### config.mk
export PLATFORM = sky130hd
export DESIGN_NAME = cfg_i2c_target
export DESIGN_NICKNAME = d
export VERILOG_FILES = /design/src/rtl/i2c_tgt_pkg.sv /design/src/rtl/i2c_glitch_filter.sv /design/src/rtl/i2c_reg_window.sv /design/src/rtl/i2c_tgt_fsm.sv /design/src/rtl/cfg_i2c_target.sv
export SDC_FILE = /design/constraint.sdc
export NUM_CORES = 1
export LEC_CHECK = 0
export ABC_AREA = 1
export ABC_CLOCK_PERIOD_IN_PS = 1940
export BUFFER_PORTS_ARGS = -buffer_cell sky130_fd_sc_hd__buf_4
export CAP_MARGIN = 25
export CORE_MARGIN = 2
export CORE_UTILIZATION = 25
export CTS_CLUSTER_DIAMETER = 60
export DETAILED_ROUTE_END_ITERATION = 8
export MAX_ROUTING_LAYER = met4
export SLEW_MARGIN = 15
export SYNTH_ARGS = -nofsm -noshare
export SYNTH_HDL_FRONTEND = slang
export SYNTH_SLANG_ARGS = --single-unit
### constraint.sdc
create_clock -name clk -period 1.94 [get_ports clk]
set_input_delay 0.194 -clock clk [delete_from_list [all_inputs] [get_ports clk]]
set_output_delay 0.194 -clock clk [all_outputs]
set_load 0.005 [all_outputs]
### src/rtl/i2c_tgt_pkg.sv
package i2c_tgt_pkg;

    typedef enum logic [3:0] {
        S_IDLE,
        S_DEV,
        S_DEV_ACK,
        S_REG,
        S_REG_ACK,
        S_WR,
        S_WR_ACK,
        S_RD,
        S_RD_ACK
    } tgt_state_e;

    typedef struct packed {
        tgt_state_e st;
        logic [3:0] bits;
        logic [7:0] sh;
        logic [7:0] ptr;
        logic [7:0] waddr;
        logic       we;
        logic       oe;
        logic       rw;
        logic       mack;
    } tgt_regs_t;

endpackage

### src/rtl/i2c_glitch_filter.sv
module i2c_glitch_filter #(
    parameter int SYNC_STAGES = 2,
    parameter int FILT_LEN    = 3
) (
    input  logic clk,
    input  logic rst_n,
    input  logic line_i,
    output logic line_o,
    output logic rise_o,
    output logic fall_o
);
    localparam int CW = $clog2(FILT_LEN + 1);

    typedef struct packed {
        logic [SYNC_STAGES-1:0] sync;
        logic [CW-1:0]          cnt;
        logic                   out;
        logic                   prev;
    } flt_t;

    flt_t q, d;
    logic settled;

    assign settled = q.sync[SYNC_STAGES-1];

    always_comb begin
        d      = q;
        d.sync = {q.sync[SYNC_STAGES-2:0], line_i};
        d.prev = q.out;
        if (settled != q.out) begin
            if (q.cnt == CW'(FILT_LEN - 1)) begin
                d.out = settled;
                d.cnt = '0;
            end else begin
                d.cnt = q.cnt + CW'(1);
            end
        end else begin
            d.cnt = '0;
        end
    end

    always_ff @(posedge clk or negedge rst_n) begin
        if (!rst_n) begin
            q.sync <= '1;
            q.cnt  <= '0;
            q.out  <= 1'b1;
            q.prev <= 1'b1;
        end else begin
            q <= d;
        end
    end

    assign line_o = q.out;
    assign rise_o = q.out & ~q.prev;
    assign fall_o = ~q.out & q.prev;

    AST_FILT_SETTLED: assert property (@(posedge clk) disable iff (!rst_n)
        !$stable(q.out) |-> q.out == $past(settled));

endmodule

### src/rtl/i2c_reg_window.sv
module i2c_reg_window #(
    parameter logic [7:0] LO_FIRST = 8'h0A,
    parameter logic [7:0] LO_LAST  = 8'h17,
    parameter logic [7:0] HI_FIRST = 8'h40,
    parameter logic [7:0] HI_LAST  = 8'h57
) (
    input  logic [7:0] addr_i,
    input  logic       we_i,
    input  logic [7:0] rdata_i,
    output logic       we_o,
    output logic [7:0] rdata_o
);
    logic hit;

    always_comb begin
        hit     = ((addr_i >= LO_FIRST) && (addr_i <= LO_LAST)) ||
                  ((addr_i >= HI_FIRST) && (addr_i <= HI_LAST));
        we_o    = we_i & hit;
        rdata_o = hit ? rdata_i : 8'h00;
    end

endmodule

### src/rtl/i2c_tgt_fsm.sv
module i2c_tgt_fsm
    import i2c_tgt_pkg::*;
#(
    parameter logic [6:0] DEV_ADDR = 7'h47
) (
    input  logic       clk,
    input  logic       rst_n,
    input  logic       scl_f,
    input  logic       sda_f,
    input  logic       scl_rise,
    input  logic       scl_fall,
    input  logic       start_det,
    input  logic       stop_det,
    input  logic [7:0] rd_data_i,
    output logic [7:0] bank_addr_o,
    output logic [7:0] bank_wdata_o,
    output logic       bank_we_o,
    output logic       sda_oe_o
);
    tgt_regs_t q, d;

    always_comb begin
        d    = q;
        d.we = 1'b0;
        if (stop_det) begin
            d.st   = S_IDLE;
            d.oe   = 1'b0;
            d.bits = '0;
        end else if (start_det) begin
            d.st   = S_DEV;
            d.oe   = 1'b0;
            d.bits = '0;
        end else begin
            case (q.st)
                S_DEV, S_REG, S_WR: begin
                    if (scl_rise && (q.bits < 4'd8)) begin
                        d.sh   = {q.sh[6:0], sda_f};
                        d.bits = q.bits + 4'd1;
                    end
                    if (scl_fall && (q.bits == 4'd8)) begin
                        d.bits = '0;
                        case (q.st)
                            S_DEV: begin
                                if (q.sh[7:1] == DEV_ADDR) begin
                                    d.rw = q.sh[0];
                                    d.oe = 1'b1;
                                    d.st = S_DEV_ACK;
                                end else begin
                                    d.st = S_IDLE;
                                end
                            end
                            S_REG: begin
                                d.ptr = q.sh;
                                d.oe  = 1'b1;
                                d.st  = S_REG_ACK;
                            end
                            default: begin
                                d.we    = 1'b1;
                                d.waddr = q.ptr;
                                d.ptr   = q.ptr + 8'd1;
                                d.oe    = 1'b1;
                                d.st    = S_WR_ACK;
                            end
                        endcase
                    end
                end
                S_DEV_ACK: begin
                    if (scl_fall) begin
                        if (q.rw) begin
                            d.st = S_RD;
                            d.sh = rd_data_i;
                            d.oe = ~rd_data_i[7];
                        end else begin
                            d.st = S_REG;
                            d.oe = 1'b0;
                        end
                    end
                end
                S_REG_ACK, S_WR_ACK: begin
                    if (scl_fall) begin
                        d.st = S_WR;
                        d.oe = 1'b0;
                    end
                end
                S_RD: begin
                    if (scl_fall) begin
                        if (q.bits == 4'd7) begin
                            d.oe   = 1'b0;
                            d.bits = '0;
                            d.ptr  = q.ptr + 8'd1;
                            d.st   = S_RD_ACK;
                        end else begin
                            d.bits = q.bits + 4'd1;
                            d.sh   = {q.sh[6:0], 1'b0};
                            d.oe   = ~q.sh[6];
                        end
                    end
                end
                S_RD_ACK: begin
                    if (scl_rise) begin
                        d.mack = ~sda_f;
                    end
                    if (scl_fall) begin
                        if (q.mack) begin
                            d.st   = S_RD;
                            d.sh   = rd_data_i;
                            d.oe   = ~rd_data_i[7];
                            d.bits = '0;
                        end else begin
                            d.st = S_IDLE;
                        end
                    end
                end
                default: ;
            endcase
        end
    end

    always_ff @(posedge clk or negedge rst_n) begin
        if (!rst_n) begin
            q <= '{st: S_IDLE, bits: '0, sh: '0, ptr: '0, waddr: '0,
                   we: 1'b0, oe: 1'b0, rw: 1'b0, mack: 1'b0};
        end else begin
            q <= d;
        end
    end

    assign bank_addr_o  = q.we ? q.waddr : q.ptr;
    assign bank_wdata_o = q.sh;
    assign bank_we_o    = q.we;
    assign sda_oe_o     = q.oe;

    AST_OE_SCL_LOW: assert property (@(posedge clk) disable iff (!rst_n)
        $rose(q.oe) |-> !scl_f);
    AST_WE_SINGLE: assert property (@(posedge clk) disable iff (!rst_n)
        q.we |=> !q.we);
    AST_PTR_STEP: assert property (@(posedge clk) disable iff (!rst_n)
        q.we |-> q.ptr == q.waddr + 8'd1);
    AST_STOP_IDLE: assert property (@(posedge clk) disable iff (!rst_n)
        stop_det |=> (q.st == S_IDLE) && !q.oe);
    AST_START_HDR: assert property (@(posedge clk) disable iff (!rst_n)
        (start_det && !stop_det) |=> (q.st == S_DEV) && (q.bits == 4'd0));
    AST_IDLE_QUIET: assert property (@(posedge clk) disable iff (!rst_n)
        (q.st == S_IDLE) |-> !q.oe);

endmodule

### src/rtl/cfg_i2c_target.sv
module cfg_i2c_target #(
    parameter logic [6:0] DEV_ADDR    = 7'h47,
    parameter int         SYNC_STAGES = 2,
    parameter int         FILT_LEN    = 3,
    parameter logic [7:0] LO_FIRST    = 8'h0A,
    parameter logic [7:0] LO_LAST     = 8'h17,
    parameter logic [7:0] HI_FIRST    = 8'h40,
    parameter logic [7:0] HI_LAST     = 8'h57
) (
    input  logic       clk,
    input  logic       rst_n,
    input  logic       scl_i,
    input  logic       sda_i,
    output logic       sda_oe,
    output logic [7:0] reg_addr,
    output logic [7:0] reg_wdata,
    output logic       reg_we,
    input  logic [7:0] reg_rdata
);
    localparam int NLINES = 2;   // index 0 = SCL, 1 = SDA

    logic [NLINES-1:0] raw, filt, rise, fall;
    logic              start_det, stop_det;
    logic              fsm_we;
    logic [7:0]        win_rdata;

    assign raw = {sda_i, scl_i};

    for (genvar g = 0; g < NLINES; g++) begin : g_line
        i2c_glitch_filter #(
            .SYNC_STAGES (SYNC_STAGES),
            .FILT_LEN    (FILT_LEN)
        ) u_flt (
            .clk    (clk),
            .rst_n  (rst_n),
            .line_i (raw[g]),
            .line_o (filt[g]),
            .rise_o (rise[g]),
            .fall_o (fall[g])
        );
    end

    assign start_det = filt[0] & fall[1];
    assign stop_det  = filt[0] & rise[1];

    i2c_tgt_fsm #(
        .DEV_ADDR (DEV_ADDR)
    ) u_fsm (
        .clk          (clk),
        .rst_n        (rst_n),
        .scl_f        (filt[0]),
        .sda_f        (filt[1]),
        .scl_rise     (rise[0]),
        .scl_fall     (fall[0]),
        .start_det    (start_det),
        .stop_det     (stop_det),
        .rd_data_i    (win_rdata),
        .bank_addr_o  (reg_addr),
        .bank_wdata_o (reg_wdata),
        .bank_we_o    (fsm_we),
        .sda_oe_o     (sda_oe)
    );

    i2c_reg_window #(
        .LO_FIRST (LO_FIRST),
        .LO_LAST  (LO_LAST),
        .HI_FIRST (HI_FIRST),
        .HI_LAST  (HI_LAST)
    ) u_win (
        .addr_i  (reg_addr),
        .we_i    (fsm_we),
        .rdata_i (reg_rdata),
        .we_o    (reg_we),
        .rdata_o (win_rdata)
    );

endmodule

# Word level (Yosys, flattened, before mapping)
# Cells that the tools add are included.
[word_totals]
reg_bits = 48
input_bits = 12
elab_cells = 146
[op_classes]
add_sub_neg = 4
order_cmp = 5
n_eq_ne = 34
n_mux = 48
bitwise = 16
reduce_logical = 22
[op_table]
columns = ["operator", "count"]
rows = [
  ["two-way mux 8 bit", 9],
  ["one-hot mux 8 bit (2 select lines)", 2],
  ["one-hot mux 8 bit (4 select lines)", 1],
  ["inequality test 4 x 3 -> 1 bit (second input constant)", 7],
  ["two-way mux 12 bit", 2],
  ["two-way mux 24 bit", 1],
  ["equality test 4 x 3 -> 1 bit (second input constant)", 5],
  ["one-hot mux 4 bit (5 select lines)", 1],
  ["two-way mux 19 bit", 1],
  ["two-way mux 16 bit", 1],
  ["two-way mux 4 bit", 4],
  ["inequality test 2 x 1 -> 1 bit (second input constant)", 8],
  ["two-way mux 1 bit", 14],
  ["AND reduction 7 bit", 2],
  ["two-way mux 2 bit", 6],
  ["one-hot mux 4 bit (3 select lines)", 1],
  ["AND reduction 10 bit", 1],
  ["AND reduction 5 bit", 2],
  ["two-way mux 9 bit", 1],
  ["NOT 1 bit", 9],
  ["adder 8 x 1 -> 8 bit (second input constant)", 1],
  ["equality test 4 x 2 -> 1 bit (second input constant)", 2],
  ["equality test 4 bit (second input constant)", 2],
  [">= comparator 8 x 4 -> 1 bit (second input constant)", 1],
  ["29 further kinds", 45],
]

# Logic depth before layout (Yosys ltp)
# Gate-level depths: netlist (run 1).
[logic_depth]
word_depth = 11
ltp_mapped = 12
depth_no_buf = 12

# Hierarchy
# From an unflattened synthesis (run 1), not the netlist that was laid out.
[unflattened]
hier_cells = 453
area_unflattened_um2 = 3110.5
[modules_own_cells]
columns = ["module", "instances", "cells_each", "area_each_um2"]
rows = [
  ["i2c_tgt_fsm", 1, 373, 2522.4],
  ["i2c_glitch_filter", 2, 25, 232.7],
  ["i2c_reg_window", 1, 26, 107.6],
  ["cfg_i2c_target", 1, 4, 15.0],
]

# Worst setup path after synthesis (run 1)
# Ideal clock, no wire load.
[synth_timing]
path_kind = "reg2reg"
from = "register g_line[0].u_flt.q, in the netlist g_line[0].u_flt.line_o"
to = "register u_fsm.q[28] in the netlist's numbering"
t_arrival_ps = 1524
path_slack_ps = 290
stages_incl_launch_ff = 10
path_buffers = 2
synth_period_minus_slack_ps = 1650
path_cell_list = "dfstp_2 -> buf_4 -> nand3_1 -> nand2_1 -> inv_2 -> buf_2 -> nand3_1 -> nand4_2 -> nand2_1 -> o21ai_0"
[synth_via]
elab_chain_len = 7
word_cells_on_any_way = 17
cone_classes = "4 x eq/ne; 4 x mux; 5 x bitwise; 4 x reduce/logical"
[synth_rtl]
columns = ["item", "line_no", "rtl"]
rows = [
  ["start, declared", "i2c_glitch_filter.sv:21", "flt_t q, d;"],
  ["NOT 1 bit", "i2c_glitch_filter.sv:55", "assign fall_o = ~q.out & q.prev;"],
  ["AND 1 bit", "i2c_glitch_filter.sv:55", ""],
  ["logical AND 1 bit", "i2c_tgt_fsm.sv:40", "if (scl_fall && (q.bits == 4'd8)) begin"],
  ["two-way mux 8 bit", "i2c_tgt_fsm.sv:40", ""],
  ["one-hot mux 4 bit (3 select lines)", "i2c_tgt_fsm.sv:34", "case (q.st)"],
  ["two-way mux 8 bit", "i2c_tgt_fsm.sv:29", "end else if (start_det) begin"],
  ["two-way mux 8 bit", "i2c_tgt_fsm.sv:25", "if (stop_det) begin"],
  ["end signal, assigned", "i2c_tgt_fsm.sv:121", "q <= '{st: S_IDLE, bits: '0, sh: '0, ptr: '0, waddr: '0,"],
  ["end, declared", "i2c_tgt_fsm.sv:20", "tgt_regs_t q, d;"],
]
# Parallel ways exist; a longest one is shown, timed or not. The select of a mux whose other input is x is not followed.
# A chain may end at the register's enable or synchronous reset.

# Final worst setup path (run 1)
[layout_timing]
from = "register u_fsm.q[28] in the netlist's numbering"
to = "register u_fsm.q[19] in the netlist's numbering"
[layout_via]
elab_chain_len = 4
word_cells_on_any_way = 6
cone_classes = "4 x eq/ne; 2 x reduce/logical"
[layout_rtl]
columns = ["item", "line_no"]
rows = [
  ["equality test 4 bit", "i2c_tgt_fsm.sv:40"],
  ["logical AND 1 bit", "i2c_tgt_fsm.sv:40"],
  ["inequality test 2 x 1 -> 1 bit (no source line)", "-"],
  ["AND reduction 7 bit (no source line) (*)", "-"],
]
# Mark *: on every way between the ends. The rest lies on a longest branch, timed or not.

==> results of run 1 <==
## kinds of logic (layout without fill, tap and decap cells)
family / count (synthesis) / in the layout
xor+xnor: 5 / 5
fa+ha+maj: 3 / 3
flops: 48 / 48
mux: 2 / 2
simple gates: 218 / 218
compound gates: 65 / 65
buf+inv: 71 / 108
## placed cells by master (no fill, tap or decap), types with 2 or more instances in the layout
| master | n |
|---|---|
| nor2_4 | 4 |
| nand4_1 | 10 |
| mux2i_1 | 2 |
| inv_2 | 8 |
| nor3_1 | 6 |
| nor2_2 | 3 |
| nor2_1 | 27 |
| dfstp_2 | 8 |
| buf_4 | 43 |
| inv_1 | 47 |
| nand3_2 | 3 |
| nand3_1 | 25 |
| o31ai_1 | 2 |
| nand2_2 | 5 |
| o21ai_0 | 33 |
| xnor2_1 | 4 |
| bufinv_16 | 2 |
| o211ai_1 | 4 |
| nand2_1 | 132 |
| dfrtp_1 | 39 |
| o21ai_1 | 9 |
| clkbuf_16 | 5 |
| o22ai_1 | 3 |
| a21oi_1 | 12 |
| ha_1 | 3 |
## registers in the layout, indices dropped and copies added, names as in the netlist
register	flops
u_fsm.bank_we_o	1
g_line.u_flt.line_o	2
u_fsm.sda_oe_o	1
g_line.u_flt.q	8
u_fsm.q	26
g_line.u_flt.d	2
u_fsm.bank_wdata_o	8
## area by class of cell
cell class,count,area (sq um),share of cell area (%)
tap,143,178.9,4.991
sequential,48,1212,33.82
timing repair buffer,45,352.8,9.843
multi-input combinational,293,1445,40.31
clock buffer,6,128.9,3.595
inverter,55,206.4,5.759
clock inverter,2,60.06,1.675
## routing by layer
metal | global-route usage, % | share of wire (%)
met1 | 16.82 | 48
met2 | 19.68 | 47
met3 | 2.214 | 4.2
met4 | 2.439 | 0.75
met5 | - | 0
## path summary, 6_finish.rpt
kind,start,slack [ps],endpoint
worst min-delay path,sda_i,20,g_line[1].u_flt.d[5]$_DFF_PN1_
worst min register to register,g_line[1].u_flt.d[5]$_DFF_PN1_,360,g_line[1].u_flt.q[5]$_DFF_PN1_
min in group asynchronous,rst_n,480,g_line[0].u_flt.q[2]$_DFF_PN0_
worst max-delay path,u_fsm.q[28]$_DFFE_PN0P_,160,u_fsm.q[19]$_DFFE_PN0P_
worst max register to register,u_fsm.q[28]$_DFFE_PN0P_,160,u_fsm.q[19]$_DFFE_PN0P_
max in group asynchronous,rst_n,1020,u_fsm.bank_we_o$_DFF_PN0_
## critical path, stage by stage, from the launching register on
cell and delay, ps:
dfrtp_1 440, ha_1 220, nand3_1 200, nand2_1 170, nand2_1 150, nor2_4 180
buf_4 160, a21oi_1 60, a21oi_1 130
## power groups by stage
| stage | Sequential [mW] | Combinational [mW] | Clock, mW |
|---|---|---|---|
| 2_1_floorplan | 1.44 | 1.40 | 0 |
| 3_3_place_gp | 1.54 | 1.84 | 0 |
| 3_5_place_dp | 1.54 | 1.83 | 0 |
| 4_1_cts | 1.52 | 1.84 | 1.14 |
| 5_1_grt | 1.56 | 2.15 | 1.18 |
| 6_report | 1.52 | 1.88 | 1.11 |
## what timing repair did
| item | in CTS | in global routing |
|---|---|---|
| hold buffers | 1 | 0 |
| pin swaps | 0 | 1 |
| endpoints found under the hold margin | 40 | 0 |
| resized for setup | 3 | 8 |
| buffers inserted | 0 | 3 |
| endpoints found under the setup margin | 1 | 13 |
==> impl_metrics.csv, run 1 <==
group,metric,value,unit
synthesis,synth_cells,412,
synthesis,synthSimpleGateAreaFrac,32.74,%
floorplan,die_y,112.5,um
sta,slew_headroom,58.93,%
drt,via_per_inst,4.563,
synthesis,ys_seq_area_share,41.16,%
place,dpl.hpwl,5671,um
floorplan,dieArea,0.01266,sq mm
grt,grt_max_degree,49,
status,status,"complete, no violations",
synthesis,synth_compound_area_share,11.95,%
hold_path,hold_path_class,"in -> reg",
floorplan,core,0.01147,sq mm
place,place_congestion,0.8507,
critical_path,end_kind,"flip-flop",
place,numPortBuffers,29,
drt,ant_nets,0,
synthesis,muxShareOfSynthArea,0.6803,%
drt,vias,2701,
layout,fillers,1241,
pwr,p_per_area,1259,mW/mm^2
synthesis,syn_nets,427,
synthesis,synthFlopType,"dfrtp_1",
synthesis,synth_warnings,0,
synthesis,synth.most_common_cell,"nand2_1",
place,placed_cells,580,
critical_path,cp_max_fo,6,
sta,fin_crit_sh,92.00,%
drt,first_pass_iters,4,
drt,drt-wirelength-per-cell,12.46,um
synthesis,synthDominantCellAreaShare,34.01,%
floorplan,start_util,25.66,%
layout,drive_gt1_share,19.38,%
floorplan,die_x,112.5,um
sta,period_needed,1785,ps
layout,diodes,0,
synthesis,synth_cell_types,32,
grt,antenna_found_initial,0,
pwr,power_frac_clock,24.6,%
synthesis,synth_edf_count,0,
synthesis,yosysTopAreaCell,"dfrtp_1",
synthesis,synth-seq-cells,48,
pwr,seqPwrFrac,33.8,%
sta,fin_tns_setup,0,ps
critical_path,cp-start-kind,"flip-flop",
grt,grt_overflow_total,0,
sta,setup_slack,155.2,ps
layout,fin_area,0.003585,sq mm
synthesis,netlist_top_cells_count,"nand2_1 (133), inv_1 (48), dfrtp_1 (40)",
layout,fin_nets,463,
pwr,comb_power_share,41.7,%
pwr,irDropWorstVdd,0.5077,mV
place,dpl_cell_area,0.003333,sq mm
critical_path,worst-endpoint-arrival,1990,ps
hold_path,min_path_cells,1,
synthesis,ys_top_cells_by_area,"dfrtp_1 (34%), nand2_1 (17%), dfstp_2 (7.1%), o21ai_0 (6.1%), inv_1 (6.1%)",
sta,hold_ws,16.09,ps
cts,cts_num_sinks,48,
synthesis,async_reset_ff_share,100.0,%
drt,routed_wirelength,7375,um
critical_path,worst-setup-path-type,"reg -> reg",
pwr,power_switching,1.779,mW
drt,drt_iter0_drc,159,
cts,cts_made_buffers,5,
grt,track_usage,12.42,%
critical_path,required,2140,ps
cts,clk_path_buf_depth,2,
sta,drv_slew,0,
sta,skew,7.835,ps
pwr,p_leak,1.783,nW
grt,grt_pass1_vias,2614,
sta,setup_viol_count_final,0,
layout,layoutNonFillerInstCount,592,
synthesis,synth-adder-area-share,1.276,%
pwr,p_total,4.512,mW
sta,max_clock_freq,560.3,MHz
place,place_ws,108.6,ps
floorplan,num_rows,39,
sta,tightest_slew,616.1,ps
synthesis,avgSynthCellArea,7.143,sq um
pwr,p_int,2.733,mW
layout,final_util,31.26,%
cts,clockRootBuffer,"clkbuf_16",
cts,cts_tree,"built",
layout,syn_to_final_growth,21.81,%
grt,grt_pass1_wl,12710,um
synthesis,syn_area,0.002943,sq mm
cts,htree_levels,2,
cts,clkTransAtPathRegs,60,ps
synthesis,synth_top_family_by_area,"simple AND/OR/NAND/NOR gates",
job,maxCapViolCount,0,
floorplan,pin_count,30,
synthesis,synth_xor_area_share,1.488,%
cts,clkLatencyLatePin,290,ps
pwr,p_sw_share,39.42,%
sta,finalHoldViolCount,0,
critical_path,r2r_cells,8,
drt,drc,0,
(Power assumes the default switching activity.)
==> run 2, diff against run 1 <==
Settings changed: CORE_MARGIN 2 to 5.
==> run 2 against run 1 <==
Compared with the run above: design area down 2.5%; total power shrank 7.4%; sequential power barely moved; register-to-register slack about the same; largest power group unchanged.
==> impl_metrics.csv, run 2 (synthesis results as in run 1) <==
group,metric,value,unit
grt,grt_max_degree,49,
place,numPortBuffers,29,
grt,grt_overflow_total,0,
grt,track_usage,10.63,%
cts,cts_num_sinks,48,
critical_path,worst-endpoint-arrival,1990,ps
layout,diodes,0,
critical_path,cp_max_fo,11,
floorplan,pin_count,30,
sta,finalHoldViolCount,0,
critical_path,crit_buf_inv,4,
cts,clkLatencyLatePin,290,ps
job,maxCapViolCount,0,
pwr,p_sw_share,41.66,%
hold_path,hold_path_class,"in -> reg",
layout,fin_nets,461,
critical_path,r2r_cells,12,
status,status,"complete, no violations",
critical_path,slowest_delay,450,ps
critical_path,required,2150,ps
critical_path,crit_family,"simple AND/OR/NAND/NOR gates",
layout,layoutNonFillerInstCount,590,
place,placed_cells,580,
floorplan,die_x,118.5,um
critical_path,worst-setup-path-type,"reg -> reg",
critical_path,cp-start-kind,"flip-flop",
critical_path,cp.depth,12,
pwr,p_int,2.438,mW
sta,grt_setup_unrepaired,"false",
sta,fin_tns_setup,0,ps
pwr,p_per_area,1196,mW/mm^2
sta,fin_crit_sh,91.55,%
drt,first_pass_iters,4,
layout,layout_common_cells,"nand2_1 (132), inv_1 (47), buf_4 (42), dfrtp_1 (38), o21ai_0 (36)",
grt,antenna_found_initial,0,
grt,grt_pass1_vias,2614,
critical_path,cpMaxStageDelayCell,"dfrtp_2",
cts,clockRootBuffer,"clkbuf_16",
floorplan,num_rows,39,
sta,max_clock_freq,563.0,MHz
pwr,power_switching,1.741,mW
sta,period_needed,1776,ps
cts,clk_path_buf_depth,2,
place,dpl.hpwl,5432,um
layout,syn_to_final_growth,18.71,%
sta,setup_viol_count_final,0,
critical_path,end_kind,"flip-flop",
floorplan,dieArea,0.01404,sq mm
sta,slew_headroom,58.93,%
sta,tightest_slew,616.1,ps
cts,cts_made_buffers,5,
cts,cts_tree,"built",
layout,layout_commonest_cell,"nand2_1",
cts,htree_levels,2,
layout,drive_gt1_share,18.79,%
pwr,seqPwrFrac,36.6,%
floorplan,die_y,118.5,um
drt,drt_iter0_drc,217,
sta,skew,9.328,ps
drt,drt-wirelength-per-cell,12.07,um
place,dpl_cell_area,0.003321,sq mm
pwr,irDropWorstVdd,0.4074,mV
drt,drc,0,
pwr,p_leak,1.734,nW
hold_path,min_path_cells,1,
drt,ant_nets,0,
drt,vias,2684,
critical_path,crit_chain,"inv_2 -> nand2_2 -> nor2_8 -> inv_2 -> nand2_4 -> inv_2 -> nand2_2 -> nand2_2 -> nor2_4 -> buf_4 -> nand2_1 -> o21ai_1",
floorplan,core,0.01147,sq mm
layout,largest_reg_flops,26,
drt,via_per_inst,4.549,
cts,clkTransAtPathRegs,70,ps
layout,top_register,"u_fsm.q",
pwr,power_frac_clock,20.6,%
pwr,comb_power_share,42.8,%
drt,routed_wirelength,7119,um
floorplan,start_util,25.66,%
layout,fin_area,0.003493,sq mm
pwr,p_total,4.178,mW
sta,drv_slew,0,
grt,grt_pass1_wl,12340,um
place,place_congestion,0.8975,
-- run 2: worst paths after layout --
kind	to	from	slack (ps)
worst min register to register	g_line[0].u_flt.q[5]$_DFF_PN1_	g_line[0].u_flt.d[5]$_DFF_PN1_	360
min in group asynchronous	g_line[0].u_flt.q[2]$_DFF_PN0_	rst_n	460
worst max register to register	u_fsm.bank_wdata_o[4]$_DFFE_PN0P_	u_fsm.q[32]$_DFFE_PN0P_	160
worst min-delay path	g_line[1].u_flt.d[5]$_DFF_PN1_	sda_i	8
max in group asynchronous	u_fsm.bank_we_o$_DFF_PN0_	rst_n	1020
worst max-delay path	u_fsm.bank_wdata_o[4]$_DFFE_PN0P_	u_fsm.q[32]$_DFFE_PN0P_	160
-- run 2: area by class of cell --
type | instances | area (sq um)
clock buffer | 6 | 128.9
timing repair buffer | 43 | 325.3
inverter | 55 | 206.4
clock inverter | 2 | 16.27
tap | 143 | 178.9
fill | 1229 | 7974
multi-input combinational | 293 | 1424
sequential | 48 | 1214
-- run 2: what timing repair did --
action,in CTS,in global routing
hold buffers,1,0
endpoints found under the hold margin,40,0
cloned,0,0
gates resized for setup,3,2
pin swaps,0,1
buffers inserted,0,1
setup endpoints to repair,1,3
-- run 2: power by group through the flow --
| stage | sequential [mW] | clock, mW | combinational (mW) |
|---|---|---|---|
| after floorplan | 1.44 | 0 | 1.40 |
| after global placement | 1.53 | 0 | 1.75 |
| after detailed placement | 1.55 | 0 | 1.77 |
| after CTS | 1.53 | 0.899 | 1.78 |
| after global routing | 1.58 | 0.938 | 2.04 |
| final | 1.53 | 0.859 | 1.79 |
-- run 2: layer usage --
layer | global-route usage [%] | up-vias | routed length, um
li1 | - | 1377 | -
met1 | 14.45 | 1244 | 3457
met2 | 16.63 | 58 | 3317
met3 | 2.053 | 5 | 317
met4 | 2.126 | 0 | 27
met5 | - | - | 0
-- run 2: through the flow --
step | util [%] | worst slack [ps] | hold slack (ps)
after floorplan | - | 289.6 | -101.6
after global placement | 28.96 | 136.4 | 254.5
after detailed placement | 28.96 | 82.78 | 260.2
after CTS | 30.34 | 29.91 | 4.274
after global routing | 30.46 | 1.416 | 0.2857
final | 30.46 | 163.9 | 7.873
==> run 3, diff against run 2 <==
==> constraint.sdc (replaced) <==
create_clock -name clk -period 1.94 [get_ports clk]
set_input_delay 0.388 -clock clk [delete_from_list [all_inputs] [get_ports clk]]
set_output_delay 0.388 -clock clk [all_outputs]
set_load 0.005 [all_outputs]
==> run 3 against run 2 <==
Compared with the run above: clock-buffer cell count did not move; critical path depth fell by 3; utilization is 0.65 points higher; sequential share of layout area down 0.73 points.
==> impl_metrics.csv, run 3 (synthesis results as in run 1) <==
group,metric,value,unit
critical_path,required,1550,ps
cts,clkLatencyLatePin,290,ps
job,maxCapViolCount,0,
floorplan,dieArea,0.01404,sq mm
critical_path,worst-setup-path-type,"reg -> out",
sta,skew,6.543,ps
hold_path,hold_path_class,"in -> async",
cts,cts_tree,"built",
sta,slew_headroom,58.67,%
sta,fin_crit_sh,94.98,%
cts,cts_made_buffers,5,
sta,max_clock_freq,542.7,MHz
floorplan,core,0.01147,sq mm
grt,grt_max_degree,49,
critical_path,worst-endpoint-arrival,1450,ps
layout,multiInputGateArea,0.001455,sq mm
pwr,p_leak,1.768,nW
sta,grt_setup_unrepaired,"false",
grt,grt_pass1_wl,12610,um
cts,clk_path_buf_depth,2,
cts,clockRootBuffer,"clkbuf_16",
grt,grt_overflow_total,0,
sta,setup_viol_count_final,0,
drt,drc,0,
pwr,p_per_area,1169,mW/mm^2
critical_path,cp-start-kind,"flip-flop",
sta,period_needed,1843,ps
floorplan,pin_count,30,
drt,vias,2741,
layout,fin_area,0.003568,sq mm
layout,diodes,0,
floorplan,num_rows,39,
drt,first_pass_iters,4,
cts,clkTransAtPathRegs,70,ps
sta,finalHoldViolCount,0,
floorplan,die_x,118.5,um
sta,tightest_slew,619.9,ps
drt,drt-wirelength-per-cell,12.30,um
pwr,power_frac_clock,20.3,%
place,place_congestion,0.9179,
layout,regArea,0.001214,sq mm
drt,routed_wirelength,7320,um
layout,fin_nets,466,
grt,grt_pass1_vias,2589,
cts,htree_levels,2,
drt,ant_nets,0,
layout,largest_reg_flops,26,
layout,syn_to_final_growth,21.26,%
layout,fillers,1240,
drt,drt_iter0_drc,179,
layout,layout_common_cells,"nand2_1 (126), inv_1 (47), buf_4 (46), dfrtp_1 (38), o21ai_0 (34)",
status,status,"complete, no violations",
drt,via_per_inst,4.607,
layout,drive_gt1_share,21.90,%
layout,top_register,"u_fsm.q",
pwr,comb_power_share,43.1,%
pwr,seqPwrFrac,36.6,%
grt,antenna_found_initial,0,
place,dpl_cell_area,0.003343,sq mm
place,numPortBuffers,29,
critical_path,cp_max_fo,7,
pwr,irDropWorstVdd,0.4273,mV
place,place_ws,142.8,ps
pwr,p_sw_share,41.32,%
floorplan,die_y,118.5,um
grt,track_usage,10.85,%
place,dpl.hpwl,5681,um
sta,drv_slew,0,
pwr,p_int,2.447,mW
layout,final_util,31.12,%
critical_path,r2r_end,"u_fsm.bank_wdata_o[4]$_DFFE_PN0P_",
critical_path,regToRegSetupSlack,180,ps
sta,setup_slack,97.44,ps
sta,fin_tns_setup,0,ps
critical_path,r2r_cells,10,
pwr,power_switching,1.724,mW
critical_path,end_kind,"output port",
cts,cts_num_sinks,48,
floorplan,start_util,25.66,%
critical_path,worstReg2RegStart,"u_fsm.q[35]$_DFFE_PN0P_",
layout,layout_commonest_cell,"nand2_1",
==> run 3: area by class of cell <==
| type | count | share of cell area, % |
|---|---|---|
| clock buffer | 6 | 3.612 |
| clock inverter | 2 | 0.4558 |
| inverter | 55 | 5.996 |
| multi-input combinational | 293 | 40.78 |
| sequential | 48 | 34.01 |
| tap | 143 | 5.014 |
| timing repair buffer | 48 | 10.13 |
==> run 3: power groups by stage <==
| stage | combinational (mW) | sequential [mW] | clock [mW] |
|---|---|---|---|
| after global routing | 2.07 | 1.57 | 0.930 |
| after floorplan | 1.40 | 1.44 | 0 |
| after global placement | 1.79 | 1.54 | 0 |
| after detailed placement | 1.79 | 1.54 | 0 |
| after CTS | 1.80 | 1.53 | 0.887 |
| final | 1.80 | 1.53 | 0.846 |
==> run 3: metrics by stage <==
step / std cells / power [mW] / hold slack [ps]
after floorplan: 412 / 2.843 / 92.41
after detailed placement: 583 / 3.334 / 348.8
after global routing: 595 / 4.566 / 179.5
after global placement: 583 / 3.327 / 346.1
final: 595 / 4.171 / 117.9
after CTS: 595 / 4.219 / 144.2
==> run 3: how the worst max path moves through the flow <==
stage	depth (start not counted)	to	startpoint
after floorplan	9	u_fsm.q[28]$_DFFE_PN0P_	g_line[0].u_flt.line_o$_DFFE_PN1P_
after global placement	11	u_fsm.q[34]$_DFFE_PN0P_	u_fsm.q[32]$_DFFE_PN0P_
after detailed placement	9	reg_we	u_fsm.bank_we_o$_DFF_PN0_
after CTS	9	reg_we	u_fsm.bank_we_o$_DFF_PN0_
after global routing	11	u_fsm.q[33]$_DFFE_PN0P_	u_fsm.q[32]$_DFFE_PN0P_
final	9	reg_we	u_fsm.bank_we_o$_DFF_PN0_
==> run 3: critical path, cell delays in order, from the launching register on <==
cell and delay [ps]:
dfrtp_2 410, buf_6 140, inv_8 70, nand2_2 50, nand2_2 80, nand2_2 60, nor2_4 110, nand2_2 70
nor2_2 80, buf_4 110
==> run 3: metal layers <==
metal  part of all wire [%]  global-route usage (%)  up-vias
li1                       -                       -     1394
met3                    4.6                   1.862        5
met4                   0.53                   1.630        0
met1                     49                   15.27     1291
met2                     46                   16.81       51
met5                      0                       -        -
==> run 3: what timing repair did <==
item                       in CTS  in global routing
resized for setup               7                 16
pin swaps                       3                  6
setup buffers                   4                  0
hold buffers                    0                  0
setup endpoints to repair       1                  5
